### config.mk
export PLATFORM = sky130hd
export DESIGN_NAME = txf_dual_pkt
export DESIGN_NICKNAME = d
export VERILOG_FILES = /design/src/rtl/txf_pkg.sv /design/src/rtl/txf_store.sv /design/src/rtl/txf_ptrs.sv /design/src/rtl/txf_sets.sv /design/src/rtl/txf_dual_pkt.sv
export SDC_FILE = /design/constraint.sdc
export NUM_CORES = 1
export LEC_CHECK = 0
export BUFFER_PORTS_ARGS = -buffer_cell sky130_fd_sc_hd__buf_2
export CORE_ASPECT_RATIO = 0.75
export CORE_UTILIZATION = 45
export DETAILED_ROUTE_END_ITERATION = 6
export MAX_ROUTING_LAYER = met4
export PLACE_DENSITY_LB_ADDON = 0.3
export SLEW_MARGIN = 0
export SYNTH_ARGS = -nofsm -noshare
export SYNTH_HDL_FRONTEND = slang
export SYNTH_SLANG_ARGS = --single-unit
export TNS_END_PERCENT = 1
### constraint.sdc
create_clock -name clk -period 2.81 [get_ports clk]
set_input_delay 0.4215 -clock clk [delete_from_list [all_inputs] [get_ports clk]]
set_output_delay 0.4215 -clock clk [all_outputs]
set_load 0.05 [all_outputs]
### src/rtl/txf_pkg.sv
package txf_pkg;
  // Status byte bit positions
  localparam int FLG_IDX_HI = 7;
  localparam int FLG_IDX_LO = 6;
  localparam int FLG_EMPTY  = 3;
  localparam int FLG_FULL   = 2;
  localparam int FLG_OVF    = 0;

  typedef logic [7:0] flag_byte_t;

  function automatic flag_byte_t pack_flags(input logic [1:0] sets, input logic empty,
                                            input logic full, input logic ovf);
    flag_byte_t f;
    f = '0;
    f[FLG_IDX_HI:FLG_IDX_LO] = sets;
    f[FLG_EMPTY] = empty;
    f[FLG_FULL]  = full;
    f[FLG_OVF]   = ovf;
    return f;
  endfunction
endpackage

### src/rtl/txf_store.sv
module txf_store #(
  parameter int DEPTH = 64,
  localparam int AW = $clog2(DEPTH)
) (
  input  logic          clk,
  input  logic          we,
  input  logic [AW-1:0] waddr,
  input  logic [7:0]    wdata,
  input  logic [AW-1:0] raddr,
  output logic [7:0]    rdata
);
  logic [7:0] mem [DEPTH];

  always_ff @(posedge clk) begin
    if (we) mem[waddr] <= wdata;
  end

  assign rdata = mem[raddr];
endmodule

### src/rtl/txf_ptrs.sv
module txf_ptrs #(
  parameter int DEPTH = 64,
  localparam int AW = $clog2(DEPTH),
  localparam int PW = AW + 1
) (
  input  logic          clk,
  input  logic          rst_n,
  input  logic          clr,
  input  logic          push,
  input  logic          rd_step,
  input  logic          release_set,
  input  logic          rewind,
  input  logic [PW-1:0] head_cnt,
  output logic [PW-1:0] wr_p,
  output logic [PW-1:0] base_p,
  output logic [PW-1:0] rd_p,
  output logic          full,
  output logic          empty
);
  // Ring arithmetic: one extra bit tells full from empty
  function automatic logic [PW-1:0] ring_add(input logic [PW-1:0] p, input logic [PW-1:0] n);
    return p + n;
  endfunction

  function automatic logic [PW-1:0] ring_dist(input logic [PW-1:0] ahead, input logic [PW-1:0] behind);
    return ahead - behind;
  endfunction

  logic [PW-1:0] fill;
  logic [PW-1:0] next_base;

  assign fill      = ring_dist(wr_p, base_p);
  assign full      = (fill == PW'(DEPTH));
  assign empty     = (fill == '0);
  assign next_base = ring_add(base_p, head_cnt);

  always_ff @(posedge clk) begin
    if (!rst_n || clr) begin
      wr_p   <= '0;
      base_p <= '0;
      rd_p   <= '0;
    end else begin
      if (push) wr_p <= ring_add(wr_p, PW'(1));
      if (release_set) begin
        base_p <= next_base;
        rd_p   <= next_base;
      end else if (rewind) begin
        rd_p <= base_p;
      end else if (rd_step) begin
        rd_p <= ring_add(rd_p, PW'(1));
      end
    end
  end
endmodule

### src/rtl/txf_sets.sv
module txf_sets #(
  parameter int CW = 7
) (
  input  logic          clk,
  input  logic          rst_n,
  input  logic          clr,
  input  logic          commit_req,
  input  logic [CW-1:0] commit_cnt,
  input  logic          pop,
  output logic [1:0]    nsets,
  output logic [CW-1:0] head_cnt
);
  logic [CW-1:0] cnt_q [2];
  logic          take;

  assign take     = commit_req && (nsets != 2'd2);
  assign head_cnt = cnt_q[0];

  always_ff @(posedge clk) begin
    if (!rst_n || clr) begin
      nsets    <= 2'd0;
      cnt_q[0] <= '0;
      cnt_q[1] <= '0;
    end else begin
      case ({pop, take})
        2'b11: begin
          if (nsets == 2'd1) cnt_q[0] <= commit_cnt;
        end
        2'b10: begin
          cnt_q[0] <= cnt_q[1];
          nsets    <= nsets - 2'd1;
        end
        2'b01: begin
          if (nsets == 2'd0) cnt_q[0] <= commit_cnt;
          else               cnt_q[1] <= commit_cnt;
          nsets <= nsets + 2'd1;
        end
        default: ;
      endcase
    end
  end
endmodule

### src/rtl/txf_dual_pkt.sv
module txf_dual_pkt #(
  parameter int DEPTH = 64,
  localparam int AW = $clog2(DEPTH),
  localparam int CW = AW + 1
) (
  input  logic          clk,
  input  logic          rst_n,
  input  logic          clr,
  input  logic          cpu_wr_en,
  input  logic [7:0]    cpu_wr_data,
  input  logic          cnt_lo_we,
  input  logic          cnt_hi_we,
  input  logic [7:0]    cnt_data,
  input  logic          ovf_clr,
  input  logic          eng_rd_en,
  input  logic          eng_done_ok,
  input  logic          eng_done_fail,
  output logic [7:0]    eng_rd_data,
  output logic          eng_avail,
  output logic [CW-1:0] eng_count,
  output logic [7:0]    flags
);
  import txf_pkg::*;

  localparam int PW = CW;

  function automatic logic [CW-1:0] clamp_count(input logic [15:0] raw);
    return (raw > 16'(DEPTH)) ? CW'(DEPTH) : raw[CW-1:0];
  endfunction

  // Named event wires
  logic          full, empty, have_set;
  logic          wr_accept, wr_overrun, rd_step, release_set, rewind, commit_req;
  logic [1:0]    nsets;
  logic [CW-1:0] head_cnt, commit_cnt;
  logic [PW-1:0] wr_ptr, base_ptr, rd_ptr;
  logic [7:0]    cnt_lo_q;
  logic          ovf_q;

  assign have_set    = (nsets != 2'd0);
  assign wr_accept   = cpu_wr_en && !full && !clr;
  assign wr_overrun  = cpu_wr_en && full && !clr;
  assign release_set = eng_done_ok && have_set && !clr;
  assign rewind      = eng_done_fail && !eng_done_ok && have_set && !clr;
  assign rd_step     = eng_rd_en && have_set && !eng_done_ok && !eng_done_fail && !clr;
  assign commit_req  = cnt_hi_we && !clr;
  assign commit_cnt  = clamp_count({cnt_data, cnt_lo_q});

  always_ff @(posedge clk) begin
    if (!rst_n || clr)  cnt_lo_q <= '0;
    else if (cnt_lo_we) cnt_lo_q <= cnt_data;
  end

  always_ff @(posedge clk) begin
    if (!rst_n || clr)    ovf_q <= 1'b0;
    else if (wr_overrun)  ovf_q <= 1'b1;
    else if (ovf_clr)     ovf_q <= 1'b0;
  end

  txf_store #(.DEPTH(DEPTH)) u_store (
    .clk   (clk),
    .we    (wr_accept),
    .waddr (wr_ptr[AW-1:0]),
    .wdata (cpu_wr_data),
    .raddr (rd_ptr[AW-1:0]),
    .rdata (eng_rd_data)
  );

  txf_ptrs #(.DEPTH(DEPTH)) u_ptrs (
    .clk         (clk),
    .rst_n       (rst_n),
    .clr         (clr),
    .push        (wr_accept),
    .rd_step     (rd_step),
    .release_set (release_set),
    .rewind      (rewind),
    .head_cnt    (head_cnt),
    .wr_p        (wr_ptr),
    .base_p      (base_ptr),
    .rd_p        (rd_ptr),
    .full        (full),
    .empty       (empty)
  );

  txf_sets #(.CW(CW)) u_sets (
    .clk        (clk),
    .rst_n      (rst_n),
    .clr        (clr),
    .commit_req (commit_req),
    .commit_cnt (commit_cnt),
    .pop        (release_set),
    .nsets      (nsets),
    .head_cnt   (head_cnt)
  );

  assign eng_avail = have_set;
  assign eng_count = head_cnt;
  assign flags     = pack_flags(nsets, empty, full, ovf_q);
endmodule

# After elaboration in Yosys (flattened, before gate mapping)
# Memory sizes are Yosys's and may differ from the RTL's. A register that Yosys moved wholly into a read port is not among the register bits.
# Index checks and enable logic that the tools add are counted.
totals:
  reg_bits: 32
  ramBits: 526
  out_inout_bits: 24
  mem_count: 2
classes:
  addsub: 6
  magnitude_cmp: 1
  n_eq_ne: 6
  mux: 32
  bitwise: 4
  reduce_logical: 27
mem_list:
  columns: ["name", "depth", "width", "read_ports", "rd_ports_with_merged_regs", "write_ports", "line_no", "source"]
  rows:
  - ["u_store.mem", 64, 8, 1, 1, 1, "txf_store.sv:12", "logic [7:0] mem [DEPTH];"]
  - ["u_sets.cnt_q", 2, 7, 2, 0, 2, "txf_sets.sv:13", "logic [CW-1:0] cnt_q [2];"]
ops:
  columns: ["op", "count"]
  rows:
  - ["$mux 7", 8]
  - ["$mux 1", 21]
  - ["$gt 16x7->1 const B", 1]
  - ["$logic_and 1x1->1", 15]
  - ["$add 7x1->7 const B", 2]
  - ["$mux 6", 2]
  - ["$add 7x7->7", 1]
  - ["$eq 7x7->1 const B", 1]
  - ["$logic_not 7->1", 1]
  - ["$sub 7x7->7", 1]
  - ["$reduce_bool 2->1", 3]
  - ["$logic_not 1->1", 5]
  - ["$eq 2x1->1 const B", 2]
  - ["$eq 2x2->1 const B", 2]
  - ["$or 1x1->1", 4]
  - ["$pmux 2 s2", 1]
  - ["$reduce_bool 3->1", 1]
  - ["$add 2x1->2 const B", 1]
  - ["$logic_not 2->1", 1]
  - ["$ne 2x2->1 const B", 1]
  - ["$sub 2x1->2 const B", 1]
  - ["$logic_or 1x1->1", 1]

# Longest topological paths before layout
logic_depth:
  ltp_word: 10
  mapped_depth: 11

# Hierarchy
# From an unflattened synthesis, not the netlist that was laid out.
hier_totals:
  hier_cells: 1246
  area_unflattened_um2: 22917.0
by_module_without_submodules:
  columns: ["mod", "n_inst", "cells_per_inst", "area_per_inst_um2", "seq_area_each_um2"]
  rows:
  - ["txf_store", 1, 932, 20006.7, 15374.7]
  - ["txf_ptrs", 1, 186, 1550.2, 420.4]
  - ["txf_sets", 1, 71, 859.6, 460.4]
  - ["txf_dual_pkt", 1, 57, 500.5, 180.2]

# Worst setup path after synthesis
# OpenSTA, ideal clock, no wires.
synth_path:
  path_type: "flip-flop to flip-flop"
  from: "reg u_ptrs.base_p[1]"
  to: "mem u_store.mem[17][0], enable pin"
  t_arrival_ns: 2.488
  required_ns: 2.440
  path_slack_ns: -0.048
  path_stages_with_launch: 12
  synth_period_minus_slack_ns: 2.858
  cell_sequence: "dfxtp_1 -> inv_1 -> ha_1 -> nor2b_1 -> o22ai_2 -> mux2_2 -> inv_2 -> o31ai_2 -> or3_1 -> buf_2 -> buf_2 -> nor2_1"
synth_via:
  elab_chain_len: 7
synth_lines:
  columns: ["element", "line_no", "source"]
  rows:
  - ["start: declaration", "txf_ptrs.sv:15", "output logic [PW-1:0] base_p,"]
  - ["start signal: assignment", "txf_ptrs.sv:45", "base_p <= next_base;"]
  - ["$sub 7x7->7", "txf_ptrs.sv:26", "return ahead - behind;"]
  - ["$eq 7x7->1", "txf_ptrs.sv:33", "assign full = (fill == PW'(DEPTH));"]
  - ["$logic_not 1->1", "txf_dual_pkt.sv:41", "assign wr_accept = cpu_wr_en && !full && !clr;"]
  - ["$logic_and 1x1->1 (2 in series)", "txf_dual_pkt.sv:41", null]
  - ["$mux 1", "txf_store.sv:15", "if (we) mem[waddr] <= wdata;"]
  - ["$mux 1 (not written as such)", "txf_store.sv:15", null]
  - ["end: declaration", "txf_store.sv:12", null]
# Every way passes these cells.

==> results.tsv <==
metric	value	unit
status	complete, but fails checks	
violations	design-rule violations, negative setup slack	
drv_cap	0	
worst_slack	-0.602	ns
clockBufferDepth	3	
path_buf_inv	4	
cp_max_fo	12	
initial_core_util	0.459	
drcViolationCount	2	
synth_seq_cells	563	
slowest_stage	mux4_2	
totalWireLength	51.0	mm
dp_hpwl	32.2	mm
place_area	24700	um^2
rows	70	
worst_pin_slew	0.798	ns
cts_made_buffers	53	
stdcell_area	27500	um^2
finalSetupTns	-5.27	ns
cp_slowest_stage_delay	0.60	ns
rsz0062_at_grt	true	
synth.yosys.warnings	0	
antenna_found_initial	0	
peakVddDrop	0.521	mV
p_leak	8.87	nW
drt_iter0_drc	1197	
vias	11700	
dieArea	51000	um^2
portBuffers	46	
diodes	0	
grt_overflow	0	
layout-drive-gt1-share	0.389	
fillerInstances	3649	
synthAdderAreaFrac	0.0120	
p_per_area	636	nW/um^2
syn_area_per_cell	19.6	um^2
root_buffer	clkbuf_16	
synth_area_leader_cell	edfxtp_1	
finalCritPeriodShare	1.21	
endpoint_kind	primary output	
synth.mux.area_fraction	0.165	
path_cells	buf_12, buf_12, buf_4, mux4_2, mux4_2, a211oi_2, a21oi_2, buf_6	
slew_headroom	0.466	
clk_pin_slew	0.07	ns
setup_viol_count_final	10	
slew_viol_final	0	
hold_viol_final	0	
cp.arrival	2.99	ns
fmax	293	MHz
required	2.39	ns
synth-edff-count	526	
synth_top_family_by_area	multiplexers	
fp.dieH	196	um
synthTopCellsByArea	edfxtp_1, mux4_2, dfxtp_1, nor2_1, ha_1	
synth.top_cell.area_share	0.700	
grt_max_degree	65	
tritoncts	done	
die_x	261	um
first_global_vias	11800	
core_area	49100	um^2
yosys.cell_types.count	50	
synth_cells	1154	
ys.flop_type	edfxtp_1	
min_period	3.41	ns
ys_seq_area_frac	0.733	
worstSetupStartpointType	flip-flop	
synth_compound_area_frac	0.0234	
async_reset_ff_frac	0	
synthesis.area	22600	um^2
crit_family	multiplexers	
dr.pass1.iters	7	
cts_hold_buf	0	
clock_latency	0.61	ns
routabilityCongestion	0.831	
synthToLayoutAreaGrowth	22.0	%
htree_levels	2	
io_pins	50	
antenna_left	0	
clock_sinks	563	
total_power	0.0175	W
grt_use_total	0.213	
crit_type	flip-flop to primary output	
wl_per_cell	24.9	um
routed_via_density	5.69	
skew	0.0287	ns
synth-simple-area-share	0.0415	
hold_path.class	input port to flip-flop	
grt_pass1_wl	76.7	mm
yosys.area_share.xor_xnor	0.00538	
layout.nets	1407	
[worst paths after layout]
kind	from	end	slack, ns	depth (start not counted)
setup / recovery	flip-flop	eng_rd_data[4]	-0.60	8
setup reg to reg	u_ptrs.wr_p[1]	u_store.mem[42][3]	0.03	11
hold reg to reg	cnt_lo_q[7]	cnt_lo_q[7]	0.50	2
hold / removal	cpu_wr_en	ovf_q	0.07	3
[cells in the mapped netlist (4+ instances only)]
cell type	n
dfxtp_1	37
clkbuf_1	26
inv_1	17
mux4_2	160
and2_1	9
a21oi_1	30
nand2b_1	5
o22ai_1	14
a211oi_1	4
buf_4	22
ha_1	20
buf_1	10
or3_1	8
nor2b_1	12
nand2_1	36
o21ai_0	17
a21o_1	6
nor3_1	6
nor2_1	99
buf_2	14
mux2i_1	11
xor2_1	6
nand3_1	20
edfxtp_1	526
xnor2_1	6
[stage by stage]
step / hold slack (ns) / util / std cells / worst slack, ns
after CTS: 0.0309 / 0.556 / 2051 / -0.625
after floorplan: 0.453 / - / 1156 / -0.0480
after global routing: 0.0950 / 0.560 / 2050 / -0.664
after global placement: 0.474 / 0.502 / 1932 / -0.308
final: 0.0656 / 0.560 / 2050 / -0.602
after detailed placement: 0.487 / 0.502 / 1932 / -0.292
[flip-flops by register name (all words and copies together) (netlist names), named ones only]
signal         count
u_store.mem      512
u_sets.cnt_q      14
cnt_lo_q           8
u_ptrs.base_p      7
u_ptrs.wr_p        7
u_ptrs.rd_p        6
u_sets.nsets       2
ovf_q              1
[routing by layer]
metal	global-route usage	vias up	wire [um]
met4	0.0565	0	1030
met5	-	-	0
met3	0.0475	76	3410
li1	-	5072	-
met1	0.313	6173	23500
met2	0.299	353	23100
[cells by family (layout without fill, tap and decap cells)]
logic type	Yosys count	after routing
flip-flops	563	563
AND/OR/NAND/NOR	206	206
multiplexers	172	172
buffers and inverters	91	337
AO/OA/AOI/OAI	87	87
adder cells (fa/ha/maj)	21	21
XOR/XNOR	13	13
other	1	3
[placed cells by master, fill, tap and decap left out, types with 10 or more instances in the layout]
master	Yosys	routed
edfxtp_1	526	526
inv_1	17	16
o22ai_2	1	12
mux2i_1	11	10
ha_1	20	16
dfxtp_1	37	31
nor2_4	0	13
clkinv_1	1	16
buf_4	22	96
nand2_1	36	36
nand3_1	20	20
buf_2	14	36
clkbuf_16	0	54
nor2_1	99	54
buf_12	0	24
a21oi_1	30	27
o21ai_0	17	17
nor2b_1	12	11
bufinv_16	0	10
buf_6	0	50
mux4_2	160	160
nor2_2	0	32
[where the power goes]
group	internal [W]	switching, W
logic	0.000247	0.000428
registers	0.00918	0.0000204
clock network	0.00450	0.00312
total	0.0139	0.00357
[worst reg2reg max path, delay by kind of cell, from the launching register on]
family | cells | cell delay [ns]
buffers and inverters | 4 | 0.56
multiplexers | 1 | 0.34
AO/OA/AOI/OAI | 2 | 0.25
flip-flops | 1 | 0.39
AND/OR/NAND/NOR | 3 | 0.68
adder cells (fa/ha/maj) | 1 | 0.22
[repair_timing]
action	in CTS	in global routing
resized for setup	115	62
pin swaps	9	14
setup buffers	16	0
endpoints found under the setup margin	385	452
cloned	7	0
[layout make-up]
cell class	instances	area, um^2	area share
multi-input cells	502	5980	0.217
flip-flops and latches	563	16500	0.601
inverters	19	73.8	0.00268
clock inverters	35	430	0.0156
clock buffers	62	1410	0.0513
well taps	648	811	0.0295
repair buffers	221	2270	0.0825
Power figures use the tool's default switching activity.
